--- config.mk ---
export PLATFORM = sky130hd
export DESIGN_NAME = bitplaneAssembler
export DESIGN_NICKNAME = d
export VERILOG_FILES = /design/src/rtl/bpaPkg.sv /design/src/rtl/bpaLane.sv /design/src/rtl/bpaControl.sv /design/src/rtl/bpaDatapath.sv /design/src/rtl/bitplaneAssembler.sv
export SDC_FILE = /design/constraint.sdc
export NUM_CORES = 1
export LEC_CHECK = 0
export BUFFER_PORTS_ARGS = -buffer_cell sky130_fd_sc_hd__buf_2
export CORE_MARGIN = 2
export CORE_UTILIZATION = 45
export CTS_CLUSTER_SIZE = 20
export DETAILED_ROUTE_END_ITERATION = 16
export GPL_TIMING_DRIVEN = 0
export PLACE_DENSITY = 0.65
export SLEW_MARGIN = 15
export SYNTH_ARGS = -nofsm -noshare
export SYNTH_HDL_FRONTEND = slang
export SYNTH_SLANG_ARGS = --single-unit
export TNS_END_PERCENT = 10
--- constraint.sdc ---
create_clock -name clk -period 5.8 [get_ports clk]
set_clock_uncertainty 0.05 [all_clocks]
set_input_delay 0.29 -clock clk [delete_from_list [all_inputs] [get_ports clk]]
set_output_delay 0.29 -clock clk [all_outputs]
set_load 0.01 [all_outputs]
--- src/rtl/bpaPkg.sv ---
package bpaPkg;
  // Strobes from the control to the datapath, valid in the current cycle.
  typedef struct packed {
    logic transfer;  // copy staged bytes into the shifters
    logic shift;     // advance the shifters by one pixel
    logic emit;      // register the gathered index as valid
    logic starve;    // register an invalid, zero index
  } bpaCtl_t;
endpackage

--- src/rtl/bpaLane.sv ---
module bpaLane #(
  parameter int PIX_PER_GROUP = 8
) (
  input  logic                     clk,
  input  logic                     rst,
  input  logic                     loadByte,
  input  logic [PIX_PER_GROUP-1:0] byteIn,
  input  logic                     transfer,
  input  logic                     shift,
  output logic                     msbOut
);
  logic [PIX_PER_GROUP-1:0] stageByte;
  logic [PIX_PER_GROUP-1:0] shiftByte;

  always_ff @(posedge clk) begin
    if (rst) begin
      stageByte <= '0;
    end else if (loadByte) begin
      stageByte <= byteIn;
    end
  end

  // Transfer wins over shift: the last pixel is read before the edge.
  always_ff @(posedge clk) begin
    if (rst) begin
      shiftByte <= '0;
    end else if (transfer) begin
      shiftByte <= stageByte;
    end else if (shift) begin
      shiftByte <= {shiftByte[PIX_PER_GROUP-2:0], 1'b0};
    end
  end

  assign msbOut = shiftByte[PIX_PER_GROUP-1];

  // a transfer loads exactly what was staged before that edge
  a_r9_transfer_copies_stage: assert property (@(posedge clk) disable iff (rst)
    transfer |=> shiftByte == $past(stageByte));
endmodule

--- src/rtl/bpaControl.sv ---
module bpaControl
  import bpaPkg::*;
#(
  parameter int NUM_PLANES    = 8,
  parameter int PIX_PER_GROUP = 8,
  localparam int ACT_W        = $clog2(NUM_PLANES + 1)
) (
  input  logic                  clk,
  input  logic                  rst,
  input  logic                  pixEn,
  input  logic [NUM_PLANES-1:0] planeLoad,
  input  logic [ACT_W-1:0]      activePlanes,
  output bpaCtl_t               ctl,
  output logic [NUM_PLANES-1:0] planeMask
);
  localparam int CNT_W = $clog2(PIX_PER_GROUP + 1);
  localparam logic [CNT_W-1:0] FULL_CNT = CNT_W'(PIX_PER_GROUP);
  localparam logic [CNT_W-1:0] ONE_CNT  = CNT_W'(1);

  logic [CNT_W-1:0]      pixLeft;
  logic [NUM_PLANES-1:0] pending;
  logic                  groupReady;
  logic                  shEmpty;
  logic                  shLast;

  for (genvar k = 0; k < NUM_PLANES; k++) begin : gMask
    assign planeMask[k] = (activePlanes > ACT_W'(k));
  end

  assign groupReady = &(pending | ~planeMask);
  assign shEmpty    = (pixLeft == '0);
  assign shLast     = (pixLeft == ONE_CNT);

  always_comb begin
    ctl.emit     = pixEn & ~shEmpty;
    ctl.shift    = pixEn & ~shEmpty;
    ctl.starve   = pixEn & shEmpty;
    ctl.transfer = groupReady & (shEmpty | (shLast & pixEn));
  end

  always_ff @(posedge clk) begin
    if (rst) begin
      pixLeft <= '0;
    end else if (ctl.transfer) begin
      pixLeft <= FULL_CNT;
    end else if (ctl.shift) begin
      pixLeft <= pixLeft - ONE_CNT;
    end
  end

  // A fresh load in the transfer cycle belongs to the next group.
  for (genvar k = 0; k < NUM_PLANES; k++) begin : gPend
    always_ff @(posedge clk) begin
      if (rst) begin
        pending[k] <= 1'b0;
      end else if (planeLoad[k]) begin
        pending[k] <= 1'b1;
      end else if (ctl.transfer) begin
        pending[k] <= 1'b0;
      end
    end
  end

  // counter never exceeds one group
  a_r6_count_bounded: assert property (@(posedge clk) disable iff (rst)
    pixLeft <= FULL_CNT);

  // a transfer only happens into empty or emptying shifters
  a_r6_transfer_when_free: assert property (@(posedge clk) disable iff (rst)
    ctl.transfer |-> (pixLeft == '0) || (pixLeft == ONE_CNT && pixEn));

  // after a transfer a full group is waiting
  a_r6_transfer_refills: assert property (@(posedge clk) disable iff (rst)
    ctl.transfer |=> pixLeft == FULL_CNT);

  // a group only moves when all active planes are staged
  a_r5_transfer_needs_all: assert property (@(posedge clk) disable iff (rst)
    ctl.transfer |-> ((pending | ~planeMask) == '1));

  // after reset nothing is waiting in the shifters
  a_r1_reset_empty: assert property (@(posedge clk)
    $past(rst) |-> pixLeft == '0);
endmodule

--- src/rtl/bpaDatapath.sv ---
module bpaDatapath
  import bpaPkg::*;
#(
  parameter int NUM_PLANES    = 8,
  parameter int PIX_PER_GROUP = 8,
  localparam int DATA_W       = NUM_PLANES * PIX_PER_GROUP
) (
  input  logic                  clk,
  input  logic                  rst,
  input  bpaCtl_t               ctl,
  input  logic [NUM_PLANES-1:0] planeMask,
  input  logic [NUM_PLANES-1:0] planeLoad,
  input  logic [DATA_W-1:0]     planeData,
  input  logic                  pixEn,
  output logic [NUM_PLANES-1:0] pixIndex,
  output logic                  pixValid
);
  logic [NUM_PLANES-1:0] laneMsb;

  for (genvar k = 0; k < NUM_PLANES; k++) begin : gLane
    bpaLane #(.PIX_PER_GROUP(PIX_PER_GROUP)) uLane (
      .clk      (clk),
      .rst      (rst),
      .loadByte (planeLoad[k]),
      .byteIn   (planeData[k*PIX_PER_GROUP +: PIX_PER_GROUP]),
      .transfer (ctl.transfer),
      .shift    (ctl.shift),
      .msbOut   (laneMsb[k])
    );
  end

  always_ff @(posedge clk) begin
    if (rst) begin
      pixIndex <= '0;
      pixValid <= 1'b0;
    end else if (ctl.emit) begin
      pixIndex <= laneMsb & planeMask;
      pixValid <= 1'b1;
    end else if (ctl.starve) begin
      pixIndex <= '0;
      pixValid <= 1'b0;
    end
  end

  // inactive planes never reach the index
  a_r4_inactive_zero: assert property (@(posedge clk) disable iff (rst)
    ctl.emit |=> (pixIndex & ~$past(planeMask)) == '0);

  // without an enable the outputs hold
  a_r7_hold_without_enable: assert property (@(posedge clk) disable iff (rst)
    !pixEn |=> $stable(pixIndex) && $stable(pixValid));

  // an underrun clears valid and index
  a_r8_underrun_zero: assert property (@(posedge clk) disable iff (rst)
    ctl.starve |=> !pixValid && pixIndex == '0);

  // an invalid output always carries a zero index
  a_r8_invalid_is_zero: assert property (@(posedge clk) disable iff (rst)
    !pixValid |-> pixIndex == '0);

  // emit and starve are exclusive
  a_r7_one_outcome: assert property (@(posedge clk) disable iff (rst)
    $onehot0({ctl.emit, ctl.starve}));
endmodule

--- src/rtl/bitplaneAssembler.sv ---
module bitplaneAssembler
  import bpaPkg::*;
#(
  parameter int NUM_PLANES    = 8,
  parameter int PIX_PER_GROUP = 8
) (
  input  logic                                clk,
  input  logic                                rst,
  input  logic                                pixEn,
  input  logic [NUM_PLANES-1:0]               planeLoad,
  input  logic [NUM_PLANES*PIX_PER_GROUP-1:0] planeData,
  input  logic [$clog2(NUM_PLANES+1)-1:0]     activePlanes,
  output logic [NUM_PLANES-1:0]               pixIndex,
  output logic                                pixValid
);
  bpaCtl_t               ctl;
  logic [NUM_PLANES-1:0] planeMask;

  bpaControl #(
    .NUM_PLANES    (NUM_PLANES),
    .PIX_PER_GROUP (PIX_PER_GROUP)
  ) uCtl (
    .clk          (clk),
    .rst          (rst),
    .pixEn        (pixEn),
    .planeLoad    (planeLoad),
    .activePlanes (activePlanes),
    .ctl          (ctl),
    .planeMask    (planeMask)
  );

  bpaDatapath #(
    .NUM_PLANES    (NUM_PLANES),
    .PIX_PER_GROUP (PIX_PER_GROUP)
  ) uDp (
    .clk       (clk),
    .rst       (rst),
    .ctl       (ctl),
    .planeMask (planeMask),
    .planeLoad (planeLoad),
    .planeData (planeData),
    .pixEn     (pixEn),
    .pixIndex  (pixIndex),
    .pixValid  (pixValid)
  );

  // outputs are cleared on the edge after reset
  a_r1_reset_outputs: assert property (@(posedge clk)
    $past(rst) |-> !pixValid && pixIndex == '0);
endmodule

==> impl_metrics.ini <==
[place]
place_area_um2 = 6940
port_buffers = 78
gp_congestion = 0.860
dpl.cell_count = 938
place_hpwl_um = 11500
post-place-ws_ns = 3.06

[synth]
syn-num-nets = 761
synth_compound_area_share_pct = 15.9
async_reset_ff_share_pct = 0
yosys.area_share.simple_pct = 21.2
synthXorXnorAreaFrac_pct = 0.277
synth_warnings = 0
synthesis.area_um2 = 6330
synthAdderAreaFrac_pct = 0.395
seq_area_frac_synth_pct = 47.1
synth.area.mux_share_pct = 10.1
synth_seq_cells = 149
netlist-cell-type-count = 41
synth_edf_count = 0
synth_top_family_by_area = simple AND/OR/NAND/NOR gates
synthFlopType = dfxtp_1
synthCells = 680
syn-mean-instance-area_um2 = 9.31

[routing]
postRouteWirelength_um = 16300
drtPass1Iterations = 5
viasPerCell = 5.50
drt.antenna.violating_nets = 0
vias = 5338
drt_iter0_markers = 380
drc_errors = 0
wl_per_cell_um = 16.8

[finish]
nets = 858
fin_area_um2 = 7560
multi_input_area_um2 = 3030
drive_gt1_share_pct = 23.0
fin_cells = 970
n_fill_cell = 1234
areaGrowthSynthToFinish_pct = 19.4
postLayoutCoreUtil_pct = 54.7
register_area_um2 = 2980
antenna_cells = 0

[sta]
fin_crit_sh_pct = 47.9
setup_violations = 0
fin_tns_setup_ns = 0
whs_ns = 0.0496
slew_headroom_pct = 39.8
max_freq_ghz = 0.360
rsz0062_at_grt = false
hold_violations = 0
finalMaxSlewViolations = 0
period_needed_ns = 2.78
setup_slack_ns = 3.02
tightest_slew_ns = 0.903

[flow_run]
drv_cap = 0

[setup_path]
r2r_setup_slack_ns = 3.02
cp_max_fo = 10
critPathLaunchType = register
cp.arrival_ns = 3.05
worstRegToRegCells = 9
cp.required_ns = 6.07
crit_type = register to register
r2r_end = uDp.gLane[6].uLane.shiftByte[7]$_SDFFE_PP0P_
regToRegStartpoint = uCtl.pixLeft[0]$_SDFFE_PP0P_
end_kind = register

[min_path]
hold_end = uDp.gLane[5].uLane.stageByte[3]$_SDFFE_PP0P_
hold-path-cell-count = 3
worstHoldStart = planeData[43]
hold_path.class = input pin to register

[clocking]
clock_latency_ns = 0.42
ctsHoldBuffers = 0
numCtsBuffers = 17
clk_pin_slew_ns = 0.06
post_cts_buffers = 0
clock_path_buffers = 2
htreeDepth = 4
cts.sinks = 149
cts_resized = 0
cts_tree = built
clockRootBuffer = clkbuf_16

[power_and_ir_drop]
ir_drop_uv = 183
powerDensity_nw_per_um2 = 359
fin_total_pwr_mw = 2.71
power_leakage_nw = 2.85

[grt]
grt.total_usage_pct = 22.7
grt_max_degree = 17
overflow = 0
grt_first_pass_wirelength_um = 26300
grt_pass1_vias = 5254
grt_antenna_before_repair = 0

[die]
fp.dieH_um = 123
core-area_um2 = 13800
start_util_pct = 45.8
die-area_um2 = 15000
pin_count = 88
rows = 43
chipWidth_um = 123

[run_status]
status = complete, no violations
-- per-layer routing --
layer  global-route usage (%)  vias up  part of all wire (%)
met3                     5.48       26                   5.8
met1                     29.6     2542                    46
met4                     8.12        0                   2.0
li1                         -     2597                     -
met5                        0        -                     0
met2                     36.7      173                    46
-- layout make-up --
type / instances / share of cell area [%]
Clock inverter: 8 / 1.61
Buffer: 63 / 3.59
Sequential cell: 149 / 39.5
Inverter: 11 / 0.546
Tap cell: 180 / 2.98
Timing Repair Buffer: 78 / 5.17
Multi-Input combinational cell: 457 / 40.1
Clock buffer: 24 / 6.51
-- power by group --
group / total (mW) / leakage (nW) / switching, mW / internal [mW]
clock network: 1.13 / 0.300 / 0.413 / 0.721
registers: 1.11 / 1.22 / 0.0374 / 1.08
logic: 0.466 / 1.34 / 0.335 / 0.131
total: 2.71 / 2.85 / 0.786 / 1.93
-- cell families (layout without fill, tap and decap cells) --
kind of cell    Yosys count  in the layout
mux                      64             64
flops                   149            149
buf+inv                  74            184
fa+ha+maj                 2              2
compound gates          110            110
simple gates            279            279
xor+xnor                  2              2
-- Yosys cell counts, types with 3 or more instances --
cell,n,area [µm²]
nor2_1,74,278
o21ai_1,8,40.0
o211ai_1,9,67.6
nor3_1,30,150
clkbuf_1,44,165
nand3_1,9,45.0
a21oi_1,22,110
a311oi_1,27,236
buf_2,7,35.0
mux2i_1,64,641
nand2_1,121,454
a311oi_2,29,435
a32oi_1,6,52.6
nor3_2,29,290
dfxtp_1,149,2980
inv_1,10,37.5
buf_1,8,30.0
buf_6,3,33.8
o21ai_0,3,15.0
-- flip-flops by register name, indices dropped and copies added, names as in the netlist --
name,count
uDp.gLane.uLane.stageByte,64
uDp.gLane.uLane.shiftByte,64
uCtl.pending,8
uCtl.pixLeft,4
uDp.pixValid,1
uDp.pixIndex,8
-- worst max-delay path, stage by stage (launching register included) --
cell      delay, ns
dfxtp_1        0.39
inv_1          0.06
ha_1           0.22
or3b_2         0.21
and2_1         0.12
clkbuf_1       0.16
clkbuf_1       0.44
clkbuf_1       0.52
nand2_1        0.22
a311oi_2       0.29
-- layout by cell type, fill, tap and decap left out, types with 3 or more instances in the layout --
cell type  synthesis  routed
dfxtp_1          149     149
nand3_1            9       9
buf_1              8       8
buf_2              7      85
mux2i_1           64      64
inv_1             10      10
clkinv_2           0       3
nor3_2            29      29
nor2_1            74      74
clkbuf_16          0      17
nand2_1          121     121
a21oi_1           22      22
a32oi_1            6       6
o211ai_1           9       9
o21ai_0            3       3
a311oi_2          29      29
o21ai_1            8       8
clkbuf_8           0       4
clkbuf_1          44      47
buf_6              3       3
nor3_1            30      30
a311oi_1          27      27
bufinv_16          0       3
-- how the worst max path moves through the flow --
stage	startpoint	end	slack [ns]	cells after the start
3_5_place_dp	uCtl.pixLeft[0]$_SDFFE_PP0P_	uDp.gLane[6].uLane.shiftByte[7]$_SDFFE_PP0P_	3.06	9
5_1_grt	uCtl.pixLeft[1]$_SDFFE_PP0P_	uDp.gLane[0].uLane.shiftByte[6]$_SDFFE_PP0P_	2.82	8
3_3_place_gp	uCtl.pixLeft[0]$_SDFFE_PP0P_	uDp.gLane[6].uLane.shiftByte[7]$_SDFFE_PP0P_	3.16	9
2_1_floorplan	uCtl.pixLeft[0]$_SDFFE_PP0P_	uDp.gLane[0].uLane.shiftByte[7]$_SDFFE_PP0P_	3.69	8
6_report	uCtl.pixLeft[0]$_SDFFE_PP0P_	uDp.gLane[6].uLane.shiftByte[7]$_SDFFE_PP0P_	3.02	9
4_1_cts	uCtl.pixLeft[0]$_SDFFE_PP0P_	uDp.gLane[6].uLane.shiftByte[7]$_SDFFE_PP0P_	3.01	9
No activity file was read; power rests on OpenSTA's default activity.
